File: config.mk
export PLATFORM = sky130hd
export DESIGN_NAME = tx_dom_guard
export DESIGN_NICKNAME = d
export VERILOG_FILES = /design/src/rtl/txg_pkg.sv /design/src/rtl/txg_run_cnt.sv /design/src/rtl/txg_dom_timeout.sv /design/src/rtl/txg_thermal_hold.sv /design/src/rtl/tx_dom_guard.sv
export SDC_FILE = /design/constraint.sdc
export NUM_CORES = 1
export LEC_CHECK = 0
export ABC_CLOCK_PERIOD_IN_PS = 2400
export CAP_MARGIN = 20
export CORE_UTILIZATION = 52
export CTS_CLUSTER_DIAMETER = 150
export DETAILED_ROUTE_END_ITERATION = 7
export PLACE_DENSITY = 0.74
export SLEW_MARGIN = 20
export SYNTH_ARGS = -nofsm -noshare
export SYNTH_HDL_FRONTEND = slang
export SYNTH_HIERARCHICAL = 1
export SYNTH_SLANG_ARGS = --single-unit
export TNS_END_PERCENT = 100
File: constraint.sdc
create_clock -name clk -period 2.4 [get_ports clk]
set_input_delay 0.48 -clock clk [delete_from_list [all_inputs] [get_ports clk]]
set_output_delay 0.48 -clock clk [all_outputs]
set_load 0.03 [all_outputs]
File: src/rtl/txg_pkg.sv
package txg_pkg;

  typedef struct packed {
    logic timeout;
    logic thermal;
  } fault_t;

  function automatic int cnt_w(input int lim);
    return (lim < 2) ? 1 : $clog2(lim + 1);
  endfunction

endpackage

File: src/rtl/txg_run_cnt.sv
module txg_run_cnt #(
  parameter int LIMIT = 4,
  parameter int W     = txg_pkg::cnt_w(LIMIT)
) (
  input  logic         clk,
  input  logic         rst,
  input  logic         clr,
  output logic [W-1:0] cnt
);
  localparam logic [W-1:0] LIM_V = W'(LIMIT);

  always_ff @(posedge clk) begin
    if (rst || clr) begin
      cnt <= '0;
    end else if (cnt != LIM_V) begin
      cnt <= cnt + 1'b1;
    end
  end
endmodule

File: src/rtl/txg_dom_timeout.sv
module txg_dom_timeout #(
  parameter int DOM_CYC = 16,
  parameter int REC_CYC = 4
) (
  input  logic clk,
  input  logic rst,
  input  logic tx_pin,
  output logic flag_q,
  output logic flag_d
);
  localparam int DW = txg_pkg::cnt_w(DOM_CYC);
  localparam int RW = txg_pkg::cnt_w(REC_CYC);
  localparam logic [DW-1:0] DOM_LAST = DW'(DOM_CYC - 1);
  localparam logic [RW-1:0] REC_LAST = RW'(REC_CYC - 1);

  logic [DW-1:0] low_cnt;
  logic [RW-1:0] rec_cnt;
  logic          low_clr;
  logic          rec_clr;

  // Next fault state: set on the last allowed low sample, clear on the last recovery high.
  always_comb begin
    if (flag_q) begin
      flag_d = !(tx_pin && (rec_cnt == REC_LAST));
    end else begin
      flag_d = !tx_pin && (low_cnt == DOM_LAST);
    end
  end

  assign low_clr = tx_pin || flag_q || flag_d;
  assign rec_clr = !tx_pin || !flag_d;

  txg_run_cnt #(.LIMIT(DOM_CYC), .W(DW)) low_run_i (
    .clk (clk),
    .rst (rst),
    .clr (low_clr),
    .cnt (low_cnt)
  );

  txg_run_cnt #(.LIMIT(REC_CYC), .W(RW)) rec_run_i (
    .clk (clk),
    .rst (rst),
    .clr (rec_clr),
    .cnt (rec_cnt)
  );

  always_ff @(posedge clk) begin
    if (rst) begin
      flag_q <= 1'b0;
    end else begin
      flag_q <= flag_d;
    end
  end
endmodule

File: src/rtl/txg_thermal_hold.sv
module txg_thermal_hold (
  input  logic clk,
  input  logic rst,
  input  logic tx_pin,
  input  logic over_temp,
  output logic flag_q,
  output logic flag_d
);
  // Set while hot; released only when cool and the pin is back high.
  always_comb begin
    if (over_temp) begin
      flag_d = 1'b1;
    end else if (flag_q) begin
      flag_d = !tx_pin;
    end else begin
      flag_d = 1'b0;
    end
  end

  always_ff @(posedge clk) begin
    if (rst) begin
      flag_q <= 1'b0;
    end else begin
      flag_q <= flag_d;
    end
  end
endmodule

File: src/rtl/tx_dom_guard.sv
module tx_dom_guard #(
  parameter int DOM_CYC = 50000,
  parameter int REC_CYC = 200
) (
  input  logic clk,
  input  logic rst,
  input  logic tx_pin,
  input  logic over_temp,
  input  logic mode_ok,
  output logic drive_dom,
  output logic timeout_flag,
  output logic thermal_flag
);
  import txg_pkg::*;

  fault_t flt_q;
  fault_t flt_d;
  logic   drive_q;

  txg_dom_timeout #(.DOM_CYC(DOM_CYC), .REC_CYC(REC_CYC)) dom_i (
    .clk    (clk),
    .rst    (rst),
    .tx_pin (tx_pin),
    .flag_q (flt_q.timeout),
    .flag_d (flt_d.timeout)
  );

  txg_thermal_hold therm_i (
    .clk       (clk),
    .rst       (rst),
    .tx_pin    (tx_pin),
    .over_temp (over_temp),
    .flag_q    (flt_q.thermal),
    .flag_d    (flt_d.thermal)
  );

  // Drive decision uses the next fault state so a new fault gates the same edge.
  always_ff @(posedge clk) begin
    if (rst) begin
      drive_q <= 1'b0;
    end else begin
      drive_q <= !tx_pin && mode_ok && (flt_d == '0);
    end
  end

  assign drive_dom    = drive_q;
  assign timeout_flag = flt_q.timeout;
  assign thermal_flag = flt_q.thermal;
endmodule

### Yosys cells after proc, flatten, opt, wreduce, memory -nomap -nowiden

Index checks and enable logic that the tools add are counted.

* add/subtract/negate cells: 2
* equal/unequal tests: 4
* mux-type cells: 3
* reduce and logical (&&, ||, !) cells: 13

Operators with widths (count)
* adder 16 x 1 -> 16 bit (second input constant): 1
* equality test 16 bit (second input constant): 1
* inequality test 16 bit (second input constant): 1
* adder 8 x 1 -> 8 bit (second input constant): 1
* equality test 8 bit (second input constant): 1
* inequality test 8 bit (second input constant): 1
* logical OR 1 bit: 5
* logical AND 1 bit: 4
* logical NOT 1 bit: 3
* 2-to-1 mux 1 bit: 3
* logical NOT 2 bit: 1

* register bits after elaboration: 27
* word-level logic and storage cells: 27

### Depth between registers and ports, before layout

* depth in word-level cells: 7
* mapped depth: 7
* gate-level depth less buffers: 7

### Cells and area by module

Netlist, hierarchy kept.

By module, submodules not included
* txg_run_cnt (dom_i.low_run_i): times used 1, cells each 91, area each 797.0 sq um, sequential area each 320.3 sq um
* txg_run_cnt (dom_i.rec_run_i): times used 1, cells each 43, area each 386.6 sq um, sequential area each 160.2 sq um
* txg_dom_timeout: times used 1, cells each 18, area each 136.4 sq um, sequential area each 20.0 sq um
* txg_thermal_hold: times used 1, cells each 5, area each 50.0 sq um, sequential area each 20.0 sq um
* tx_dom_guard: times used 1, cells each 3, area each 32.5 sq um, sequential area each 20.0 sq um

### Worst setup path before layout

OpenSTA, ideal clock, no wires.

* path kind: reg-to-reg
* start: register dom_i.low_run_i.cnt[2]
* end: register dom_i.low_run_i.cnt[0]
* data arrival time: 2104 ps
* required time: 2272 ps
* path slack: 169 ps
* stages on the path, launching flop included: 8
* path buffers: 2
* path through: dfxtp_1 -> or4b_1 -> or3_1 -> o21ai_0 -> or2_2 -> clkbuf_1 -> clkbuf_1 -> nor2_1

* cells in the longest elaborated chain, start to end: 5
* elaborated cells between the ends (all ways): 6

RTL lines
* start, declared: line txg_run_cnt.sv:8 `output logic [W-1:0] cnt`
* start signal, assigned: line txg_run_cnt.sv:16 `cnt <= cnt + 1'b1;`
* equality test 16 bit: line txg_dom_timeout.sv:26 `flag_d = !tx_pin && (low_cnt == DOM_LAST);`
* logical AND 1 bit: line txg_dom_timeout.sv:26
* 2-to-1 mux 1 bit: line txg_dom_timeout.sv:23 `if (flag_q) begin`
* logical OR 1 bit: line txg_dom_timeout.sv:30 `assign low_clr = tx_pin || flag_q || flag_d;`
* named net dom_i.low_clr: line txg_dom_timeout.sv:18 `logic low_clr;`
* logical OR 1 bit: line txg_run_cnt.sv:13 `if (rst || clr) begin`

The timed path passes the listed nets, and every way through them passes these cells.
A chain may end at the register's enable or synchronous reset.

### Final worst setup path

* start: register dom_i.low_run_i.cnt[2]
* end: register dom_i.low_run_i.cnt[15]

Same word-level chain as after synthesis.

==> impl_metrics.toml <==
[die]
num_rows = 18
die_area_um2 = 2910
dieWidth_um = 53.9
num_io_pins = 8
core_um2 = 2520
die-height_um = 53.9
initial_core_util_pct = 55.6

[run]
max_cap_violations = 0

[synthesis]
synth_xor_area_share_pct = 7.49
synthDominantCellAreaShare_pct = 38.5
syn_area_um2 = 1400
yosys.area_share.simple_pct = 34.1
async_reset_ff_share_pct = 0
synthTopCellsByArea = "dfxtp_1 (39%), nor2_1 (5.1%), xnor2_1 (5.0%), ha_1 (3.6%), nand3_1 (3.2%)"
yosysSeqAreaShare_pct = 38.5
synthCells = 160
yosys.area.top_type = "dfxtp_1"
muxShareOfSynthArea_pct = 2.14
synthesis.nets = 169
synthAdderAreaFrac_pct = 3.57
yosysWarnings = 6
yosys.cell_types.count = 45
synth_ff_type = "dfxtp_1"
synth.avg_cell_area_um2 = 8.77
ys_ff_latch = 27
synth_compound_area_share_pct = 10.9
synth_top_family_by_area = "simple AND/OR/NAND/NOR gates"
synth_edf_count = 0

[route]
drt_wl_total_um = 2750
first_iter_violations = 28
firstDrtPassIters = 4
wl_per_cell_um = 13.8
ant_nets = 0
via_count = 1171
via_per_inst = 5.88
drc = 0

[sta]
setup_tns_ns = 0
hold_viol = 0
fmax_mhz = 464
rsz0062_at_grt = "false"
slew_viol_final = 0
whs_ns = 0.514
slew_headroom_pct = 63.4
worst_slew_pin_slew_ns = 0.545
period_share_pct = 89.7
setup_ws_ns = 0.247
fin_skew_ns = 0.00822
layout_min_cycle_time_ns = 2.15
final-setup-viol-count = 0

[grt]
grt_pass1_vias = 1035
grt_util_all_layers_pct = 21.9
antenna_found_initial = 0
grt-ovfl-total = 0
grt_first_pass_wirelength_um = 4640
grt_max_degree = 15

[power]
p_leak_nw = 0.454
irDropWorstVdd_v = 0.000384
power_density_nw_per_um2 = 449

[status]
status = "finished clean"

[clock_tree]
cts_tree = "done"
clock_latency_ns = 0.32
cts-buffers-inserted = 3
cts.path.max_buffers = 2
htreeDepth = 1
cts_hold_buffers = 0
cts.sinks = 27
path_clk_slew_ns = 0.14
post_cts_buffers = 0
cts.repair.resized = 0
clockRootBuffer = "clkbuf_4"

[placed_design]
place_congestion = 0.813
place_inst = 195
dp_hpwl_um = 2060
dpl_worst_slack_ns = 0.271
port-buffer-count = 7

[cells_and_area]
nets = 179
finish.utilization_pct = 60.7
mostFrequentLayoutCells = "dfxtp_1 (27), nor2_1 (19), nand2_1 (9), nand3_1 (9), inv_1 (9)"
drive_gt1_share_pct = 9.47
final_common_cell = "dfxtp_1"
area_growth_pct = 9.19
fillers = 232
final_cells = 199
num_antenna_cells = 0

[critical_path]
critPathRequiredTime_ns = 2.63
worst_ep_arrival_time_ns = 2.38
crit_type = "reg -> reg"
end_kind = "register"
timing.critical_path.from_type = "register"
worstPathMaxFanout = 7

[min_path]
hp-class = "reg -> reg"
==> power by group <==
| part | total [mW] | leakage, nW | switching [mW] | internal [mW] |
|---|---|---|---|---|
| sequential | 0.456 | 0.218 | 0.00402 | 0.451 |
| clock | 0.196 | 0.0150 | 0.130 | 0.0651 |
| combinational | 0.0362 | 0.221 | 0.0195 | 0.0167 |
| total | 0.687 | 0.454 | 0.154 | 0.533 |
==> stage by stage <==
stage	cell area, um^2	power (mW)
final	1530	0.687
after floorplan	1400	0.484
after global routing	1530	0.720
after CTS	1530	0.695
after global placement	1510	0.499
after detailed placement	1510	0.501
==> metal layers <==
| layer | up-vias | track usage (%) | share of wire (%) |
|---|---|---|---|
| met2 | 17 | 34.6 | 46 |
| met5 | - | 0 | 0 |
| met1 | 549 | 30.0 | 50 |
| met4 | 0 | 4.82 | 0.47 |
| met3 | 2 | 5.37 | 3.4 |
| li1 | 603 | - | - |
==> cell families (layout without fill, tap and decap cells) <==
group                      count (synthesis)  count (layout)
buffers and inverters                     12              21
and+or+nand+nor                           78              78
xor gates and xnor gates                  12              12
DFF                                       27              27
muxes                                      3               3
adders and majority gates                  4               4
AOI/OAI and AO/OA                         24              24
==> critical path: stages (launching register included) <==
cell and delay (ns):
dfxtp_1 0.48, or4b_1 0.44, or3_1 0.38, o21ai_0 0.26
or2_2 0.21, nor2_1 0.05, a31o_2 0.24
==> flip-flops by register name (all words and copies together) (netlist names) <==
name                 count
dom_i/low_run_i/cnt     16
dom_i/flag_q             1
dom_i/rec_run_i/cnt      8
therm_i/flag_q           1
drive_dom                1
==> worst paths after layout <==
path | from | endpoint | slack (ns) | depth (start not counted)
worst max-delay path | dom_i/low_run_i/cnt[2] | dom_i/low_run_i/cnt[15] | 0.25 | 6
worst min-delay path | therm_i/flag_q | therm_i/flag_q | 0.51 | 2
worst min register to register | therm_i/flag_q | therm_i/flag_q | 0.51 | 2
worst max register to register | dom_i/low_run_i/cnt[2] | dom_i/low_run_i/cnt[15] | 0.25 | 6
==> final cells by class <==
| class | count | area (um^2) | share of cell area (%) |
|---|---|---|---|
| sequential | 27 | 541 | 35.3 |
| tap | 30 | 37.5 | 2.45 |
| multi-input combinational | 121 | 816 | 53.3 |
| clock buffer | 4 | 26.3 | 1.72 |
| timing repair buffer | 8 | 77.6 | 5.07 |
| inverter | 9 | 33.8 | 2.21 |
==> synth_stat cells (2+ instances only) <==
master     count
nor3_1         8
nor2_1        19
nand4_1        2
or3_1          5
a21oi_1        7
nor4_1         2
nand3_1        9
ha_1           4
nor4_2         2
o31ai_1        2
xnor2_1        8
nand2_1        9
clkbuf_1       2
o21ai_0        7
dfxtp_1       27
nand4b_1       2
nand3b_1       2
inv_1          9
mux2i_1        3
o311ai_0       2
nand4bb_1      2
xor2_1         4
Note: power is estimated with default switching activity, not from simulation.
